## src/rtl/wwc_pkg.sv

```systemverilog
package wwc_pkg;
    localparam int DW       = 32;
    localparam int LANES    = 4;
    localparam int WIDE_W   = DW * LANES;
    localparam int LANE_IW  = $clog2(LANES);

    // Class of a host access after address decode.
    typedef enum logic [1:0] {
        AC_PLAIN = 2'd0,
        AC_WIDE  = 2'd1,
        AC_MEM   = 2'd2,
        AC_DESC  = 2'd3
    } acc_e;

    // Width of a commit toward the register file.
    typedef enum logic [1:0] {
        CK_PLAIN = 2'd0,
        CK_WIDE  = 2'd1,
        CK_MEM   = 2'd2
    } cmt_kind_e;

    // Lanes a target needs before it may commit.
    function automatic logic [LANES-1:0] need_mask(input acc_e a);
        return (a == AC_MEM) ? LANES'(4'b0011) : {LANES{1'b1}};
    endfunction
endpackage

```

## src/rtl/wwc_decode.sv

```systemverilog
module wwc_decode
    import wwc_pkg::*;
#(
    parameter int                  ADDR_W     = 20,
    parameter int                  PAGE_SHIFT = 13,
    parameter logic [ADDR_W-1:0]   WIDE_END   = 20'h00400,
    parameter logic [ADDR_W-1:0]   MEM_BASE   = 20'h80000,
    parameter logic [ADDR_W-1:0]   MEM_SIZE   = 20'h10000,
    parameter logic [PAGE_SHIFT-1:0] DESC_A   = 13'h0830,
    parameter logic [PAGE_SHIFT-1:0] DESC_B   = 13'h0A10,
    parameter logic [PAGE_SHIFT-1:0] TMR_OFS  = 13'h0420
) (
    input  logic [ADDR_W-1:0]  addr,
    output acc_e               acc,
    output logic [LANE_IW-1:0] lane,
    output logic [ADDR_W-1:0]  tag,
    output logic               is_timer
);
    localparam logic [ADDR_W:0] MEM_END = {1'b0, MEM_BASE} + {1'b0, MEM_SIZE};

    logic in_mem, below_mem, hit_desc, hit_wide;

    always_comb begin
        in_mem    = (addr >= MEM_BASE) && ({1'b0, addr} < MEM_END);
        below_mem = (addr < MEM_BASE);
        hit_desc  = below_mem &&
                    ((addr[PAGE_SHIFT-1:4] == DESC_A[PAGE_SHIFT-1:4]) ||
                     (addr[PAGE_SHIFT-1:4] == DESC_B[PAGE_SHIFT-1:4]));
        is_timer  = below_mem && (addr[PAGE_SHIFT-1:2] == TMR_OFS[PAGE_SHIFT-1:2]);
        hit_wide  = (addr < WIDE_END);

        acc  = AC_PLAIN;
        lane = '0;
        tag  = {addr[ADDR_W-1:2], 2'b00};
        if (in_mem) begin
            acc  = AC_MEM;
            lane = LANE_IW'(addr[2]);
            tag  = {addr[ADDR_W-1:3], 3'b000};
        end else if (is_timer) begin
            acc  = AC_PLAIN;
        end else if (hit_desc || hit_wide) begin
            acc  = hit_desc ? AC_DESC : AC_WIDE;
            lane = addr[3:2];
            tag  = {addr[ADDR_W-1:4], 4'b0000};
        end
    end
endmodule

```

## src/rtl/wwc_collector.sv

```systemverilog
module wwc_collector
    import wwc_pkg::*;
#(
    parameter int ADDR_W = 20
) (
    input  logic               clk,
    input  logic               rst,
    input  logic               wr_en,
    input  logic [DW-1:0]      wr_data,
    input  acc_e               acc,
    input  logic [LANE_IW-1:0] lane,
    input  logic [ADDR_W-1:0]  tag,
    input  logic               is_timer,
    output logic               cmt_valid,
    output cmt_kind_e          cmt_kind,
    output logic [ADDR_W-1:0]  cmt_addr,
    output logic [WIDE_W-1:0]  cmt_data
);
    logic [ADDR_W-1:0]           tag_q, tag_d;
    logic [LANES-1:0]            vmask_q, vmask_d, merged;
    logic [LANES-1:0][DW-1:0]    lane_q, lane_d, lanes_m;
    logic                        hit, drop, full_low, fire;
    cmt_kind_e                   f_kind;
    logic [ADDR_W-1:0]           f_addr;
    logic [WIDE_W-1:0]           f_data;

    always_comb begin
        tag_d    = tag_q;
        vmask_d  = vmask_q;
        lane_d   = lane_q;
        fire     = 1'b0;
        drop     = 1'b0;
        f_kind   = CK_PLAIN;
        f_addr   = tag;
        f_data   = '0;
        hit      = (vmask_q == '0) || (tag_q == tag);
        full_low = (vmask_q != '0) && (tag_q == tag) && (vmask_q[2:0] == 3'b111);
        merged   = vmask_q | (LANES'(1) << lane);
        lanes_m  = lane_q;
        lanes_m[lane] = wr_data;

        if (wr_en) begin
            unique case (acc)
                AC_PLAIN: begin
                    fire   = 1'b1;
                    f_data = {{(WIDE_W-DW){1'b0}}, wr_data};
                    if (is_timer) begin
                        vmask_d = '0;
                        tag_d   = '0;
                    end
                end
                AC_DESC: begin
                    if (lane == LANE_IW'(LANES-1)) begin
                        fire    = 1'b1;
                        f_kind  = CK_WIDE;
                        f_data  = full_low ? {wr_data, lane_q[2], lane_q[1], lane_q[0]}
                                           : {wr_data, {(WIDE_W-DW){1'b0}}};
                        vmask_d = '0;
                        tag_d   = '0;
                    end else if (hit) begin
                        vmask_d = merged;
                        tag_d   = tag;
                        lane_d  = lanes_m;
                    end else begin
                        drop = 1'b1;
                    end
                end
                AC_WIDE, AC_MEM: begin
                    if (hit) begin
                        vmask_d = merged;
                        tag_d   = tag;
                        lane_d  = lanes_m;
                        if ((merged & need_mask(acc)) == need_mask(acc)) begin
                            fire    = 1'b1;
                            vmask_d = '0;
                            tag_d   = '0;
                            if (acc == AC_MEM) begin
                                f_kind = CK_MEM;
                                f_data = {{(WIDE_W-2*DW){1'b0}}, lanes_m[1], lanes_m[0]};
                            end else begin
                                f_kind = CK_WIDE;
                                f_data = lanes_m;
                            end
                        end
                    end else begin
                        drop = 1'b1;
                    end
                end
                default: ;
            endcase
        end
    end

    always_ff @(posedge clk) begin
        if (rst) begin
            tag_q     <= '0;
            vmask_q   <= '0;
            lane_q    <= '0;
            cmt_valid <= 1'b0;
            cmt_kind  <= CK_PLAIN;
            cmt_addr  <= '0;
            cmt_data  <= '0;
        end else begin
            tag_q     <= tag_d;
            vmask_q   <= vmask_d;
            lane_q    <= lane_d;
            cmt_valid <= fire;
            cmt_kind  <= f_kind;
            cmt_addr  <= f_addr;
            cmt_data  <= f_data;
        end
    end

    // reset silences the commit strobe
    p_rst_quiet_r1: assert property (@(posedge clk) rst |=> !cmt_valid);
    // every commit traces back to a host write
    p_commit_needs_write_r11: assert property (@(posedge clk) disable iff (rst)
        cmt_valid |-> $past(wr_en));
    // a collector commit leaves the collector empty
    p_empty_after_commit_r9: assert property (@(posedge clk) disable iff (rst)
        (cmt_valid && cmt_kind != CK_PLAIN) |-> (vmask_q == '0));
    // a discarded write leaves the collector as it was
    p_drop_keeps_r6: assert property (@(posedge clk) disable iff (rst)
        drop |=> ($stable(vmask_q) && $stable(tag_q) && $stable(lane_q)));
    // timer-command write empties the collector
    p_timer_clears_r8: assert property (@(posedge clk) disable iff (rst)
        (wr_en && acc == AC_PLAIN && is_timer) |=> (vmask_q == '0));
    // memory word commits keep the upper half zero
    p_mem_upper_zero_r3: assert property (@(posedge clk) disable iff (rst)
        (cmt_valid && cmt_kind == CK_MEM) |-> (cmt_data[WIDE_W-1:2*DW] == '0));
endmodule

```

## src/rtl/wide_write_collector.sv

```systemverilog
module wide_write_collector
    import wwc_pkg::*;
#(
    parameter int ADDR_W = 20
) (
    input  logic              clk,
    input  logic              rst,
    input  logic              wr_en_i,
    input  logic [ADDR_W-1:0] wr_addr_i,
    input  logic [DW-1:0]     wr_data_i,
    output logic              cmt_valid_o,
    output logic [1:0]        cmt_kind_o,
    output logic [ADDR_W-1:0] cmt_addr_o,
    output logic [WIDE_W-1:0] cmt_data_o
);
    acc_e               d_acc;
    logic [LANE_IW-1:0] d_lane;
    logic [ADDR_W-1:0]  d_tag;
    logic               d_timer;
    cmt_kind_e          kind;

    wwc_decode #(.ADDR_W(ADDR_W)) u_decode (
        .addr     (wr_addr_i),
        .acc      (d_acc),
        .lane     (d_lane),
        .tag      (d_tag),
        .is_timer (d_timer)
    );

    wwc_collector #(.ADDR_W(ADDR_W)) u_collect (
        .clk       (clk),
        .rst       (rst),
        .wr_en     (wr_en_i),
        .wr_data   (wr_data_i),
        .acc       (d_acc),
        .lane      (d_lane),
        .tag       (d_tag),
        .is_timer  (d_timer),
        .cmt_valid (cmt_valid_o),
        .cmt_kind  (kind),
        .cmt_addr  (cmt_addr_o),
        .cmt_data  (cmt_data_o)
    );

    assign cmt_kind_o = kind;
endmodule

```

## config.mk

```make
export PLATFORM = sky130hd
export DESIGN_NAME = wide_write_collector
export DESIGN_NICKNAME = d
export VERILOG_FILES = /design/src/rtl/wwc_pkg.sv /design/src/rtl/wwc_decode.sv /design/src/rtl/wwc_collector.sv /design/src/rtl/wide_write_collector.sv
export SDC_FILE = /design/constraint.sdc
export NUM_CORES = 1
export LEC_CHECK = 0
export BUFFER_PORTS_ARGS = -buffer_cell sky130_fd_sc_hd__buf_2
export CAP_MARGIN = 20
export CORE_MARGIN = 2
export CORE_UTILIZATION = 38
export DETAILED_ROUTE_END_ITERATION = 7
export PLACE_DENSITY = 0.66
export SLEW_MARGIN = 25
export SYNTH_ARGS = -nofsm -noshare
export SYNTH_HDL_FRONTEND = slang
export SYNTH_SLANG_ARGS = --single-unit
```

## constraint.sdc

```tcl
create_clock -name clk -period 3.81 [get_ports clk]
set_input_delay 0.762 -clock clk [delete_from_list [all_inputs] [get_ports clk]]
set_output_delay 0.762 -clock clk [all_outputs]
set_load 0.005 [all_outputs]
```

==> metrics.md <==
| Metric | Value |
|---|---|
| Adder-Cell Fraction of Synth Area | `0.00327` |
| Postcts setup bufs | `0` |
| CTS H-tree depth | `1` |
| Minimum clock period | `3.18 ns` |
| Clk pwr share | `0.467` |
| Final setup fails | `0` |
| Final hold slack | `0.454 ns` |
| Crit-path cells | `buf_2 -> or2_0 -> or4_4 -> o21ai_0 -> buf_4 -> ha_1 -> nor2_1 -> a31oi_4 -> or4b_2 -> buf_12 -> o32ai_1` |
| Initial Util | `0.387` |
| Die area | `0.0317 mm^2` |
| Cell family with most CP delay | `simple AND/OR/NAND/NOR gates` |
| CP Launch Type | `input port` |
| Core area | `0.0297 mm^2` |
| Leakage | `6.48 nW` |
| Slowest-stage cell, CP | `or4b_2` |
| Die X | `178 um` |
| Synth Area in Compound Gates | `0.178` |
| Area Growth Syn to Fin | `24.5%` |
| TritonCTS clock tree | `built` |
| HPWL after DPL | `20.9 mm` |
| Post-Synthesis Cells | `1141` |
| Routed via count | `9210` |
| Synth Flop Type | `dfxtp_1` |
| Number of vias per cell | `5.24` |
| Reg2reg end | `u_collect.cmt_data[116]` |
| Total Power | `6.50 mW` |
| Max Clock Freq | `0.314 GHz` |
| Vias in the first global route | `9011` |
| Crit path max fanout | `26` |
| Arr. time, crit path | `3.63 ns` |
| Setup CP Type | `input port to flop` |
| Final routed DRC violation total | `0` |
| Clock Latency Late Sink | `0.56 ns` |
| Yosys warnings | `0` |
| Register area share after synthesis | `0.521` |
| Synth Area in XOR/XNOR | `0.0145` |
| Reg2Reg Depth | `8` |
| Layout cell share with drive strength beyond 1 | `0.247` |
| Min-delay src | `u_collect.lane_q[101]` |
| Sw Share | `0.218` |
| Register bit total from synthesis | `299` |
| FF-to-FF Start | `u_collect.tag_q[5]` |
| Post-cts resize count | `0` |
| Synthesized cell area | `0.0115 mm^2` |
| Cts hold-fix bufs | `0` |
| Worst Path Required | `4.26 ns` |
| Clk_skew | `0.0102 ns` |
| Total gr overflow | `0` |
| Fin crit share | `0.836` |
| Final hold vios | `0` |
| Clk pin slew, worst setup/hold paths | `0.06 ns` |
| Reg2reg setup slack | `1.04 ns` |
| Hold EP | `u_collect.cmt_data[101]` |
| CTS root buffer | `clkbuf_16` |
| Synth unique cells | `62` |
| Int Pwr | `5.08 mW` |
| Slew Viols, Final | `0` |
| DR pass1 iterations | `5` |
| Max Cap Viol | `0` |
| # IOs | `206` |
| Worst setup EP type | `flop` |
| Initial DRC Count | `587` |
| Status | `completed` |
| Wirelength per Cell | `18.2 um` |
| Diodes inserted | `0` |
| Row count | `63` |
| Hold depth | `2` |
| Cells after DPL | `1705` |
| CTS Buf Count | `31` |
| Fin cells | `1759` |
| Hold WC Path Type | `flop to flop` |
| Number of antenna violations at the first check in global routing | `0` |
| Post-synthesis mux area share | `0.111` |
| Synth Area in Simple Gates | `0.113` |
| Avg Synthesized Cell Area | `10.1 um^2` |
| Switch Pwr | `1.42 mW` |
| Buf/Inv on CP | `3` |
| Buffers on Ports | `201` |
| Comb power frac | `0.046` |
| Synth async-reset ratio | `0` |
| Setup_tns | `0 ns` |
| Largest net degree at the start of global routing | `91` |
| Gp weighted congestion | `0.836` |
| Clk buf depth | `3` |
| Max transition margin | `0.377` |
| Largest family of logic cells by synthesized area | `compound AO/OA/AOI/OAI gates` |
| Worst Tran Pin Value | `0.934 ns` |
| Tot GR Track Use | `0.198` |
| Flop pwr share | `0.487` |
| CP peak stage delay | `0.73 ns` |
| Peak VDD IR | `0.000389 V` |
| Layout Utilization | `0.482` |
| RSZ-0062 raised after global routing | `no` |
| Power per Cell Area | `454 mW/mm^2` |
| Post-synth EDFFs | `0` |
| Die span in y | `178 um` |
| Total wire length | `32.0 mm` |
| Remaining antenna violation count | `0` |
| Sink Count | `299` |
| Layout Nets | `1406` |
| First-pass GRT wire length | `49.6 mm` |
==> worst max path at each step <==
| stage | startpoint | end | slack [ns] | depth (start not counted) |
|---|---|---|---|---|
| CTS | wr_addr_i[12] | u_collect.cmt_data[116] | 0.66 | 11 |
| global route | wr_addr_i[12] | u_collect.cmt_data[96] | 0.56 | 11 |
| finish | wr_addr_i[12] | u_collect.cmt_data[116] | 0.63 | 11 |
| global placement | wr_addr_i[12] | u_collect.cmt_data[105] | 0.09 | 11 |
| floorplan | wr_addr_i[12] | u_collect.cmt_data[100] | 0.38 | 11 |
| detailed placement | wr_addr_i[12] | u_collect.cmt_data[104] | 0.09 | 11 |
==> cell usage in the layout, fill, tap and decap left out, drive strengths merged, types with 5 or more instances in the layout <==
master	netlist	final
a21oi	7	7
a22o	80	80
a22oi	32	32
buf	32	260
clkbuf	55	43
clkinv	0	7
dfxtp	299	299
inv	75	76
mux2i	128	128
nand2	172	172
nand3	9	9
nor2	7	7
nor2b	48	48
nor3	9	9
o2111ai	5	5
o21ai	5	5
o22ai	64	64
o32ai	37	37
xnor2	14	14
xor2	5	5
==> stage by stage <==
step                area [um^2]  setup WS (ns)
detailed placement        13300         0.0894
global route              14300          0.559
floorplan                 11500          0.385
CTS                       14300          0.655
finish                    14300          0.626
global placement          13300         0.0868
==> state kept, by name, indices dropped and copies added, names as in the netlist <==
| signal | count |
|---|---|
| u_collect.lane_q | 128 |
| u_collect.vmask_q | 4 |
| u_collect.cmt_data | 128 |
| u_collect.cmt_valid | 1 |
| u_collect.tag_q | 18 |
| u_collect.cmt_kind | 2 |
| u_collect.cmt_addr | 18 |
==> tightest hold or removal path: stages, from the launching register on <==
cell,delay (ns)
dfxtp_1,0.31
inv_1,0.04
o32ai_1,0.05
==> synth_stat cells, types with 5 or more instances <==
master | number | area, um^2
dfxtp_1 | 299 | 5990
nand2_1 | 172 | 646
mux2i_1 | 128 | 1280
a22o_1 | 80 | 701
inv_1 | 73 | 274
o22ai_1 | 64 | 400
clkbuf_1 | 54 | 203
nor2b_1 | 48 | 300
a22oi_1 | 32 | 240
o32ai_1 | 32 | 280
buf_2 | 23 | 115
xnor2_1 | 14 | 123
nand3_1 | 9 | 45.0
nor3_1 | 8 | 40.0
a21oi_1 | 7 | 35.0
nor2_1 | 7 | 26.3
buf_4 | 5 | 37.5
o21ai_0 | 5 | 25.0
o32ai_2 | 5 | 81.3
xor2_1 | 5 | 43.8
==> logic make-up after synthesis <==
kind of cell | after synthesis
XOR/XNOR | 19
adder cells (fa/ha/maj) | 3
AND/OR/NAND/NOR | 275
flip-flops | 299
buffers and inverters | 162
AO/OA/AOI/OAI | 254
other | 1
multiplexers | 128
==> cell type report <==
cell class / count / area [um^2]
flip-flops and latches: 299 / 5990
inverters: 75 / 284
fillers: 2766 / 15400
clock buffers: 43 / 891
well taps: 390 / 488
clock inverters: 11 / 134
multi-input cells: 681 / 4940
repair buffers: 260 / 1590
==> layer usage <==
layer	track usage	wire length, um	vias up
met5	0	0	-
met4	0.0475	529	0
met3	0.0291	1790	48
met2	0.331	15100	261
met1	0.268	14600	4445
li1	-	-	4456
==> power by group through the flow <==
stage	clock, mW	combinational, mW	sequential [mW]
2_1_floorplan	0	0.154	3.24
3_3_place_gp	0	0.294	3.24
3_5_place_dp	0	0.298	3.24
4_1_cts	3.10	0.299	3.17
5_1_grt	3.25	0.328	3.17
6_report	3.04	0.298	3.17
(Power assumes the default switching activity.)
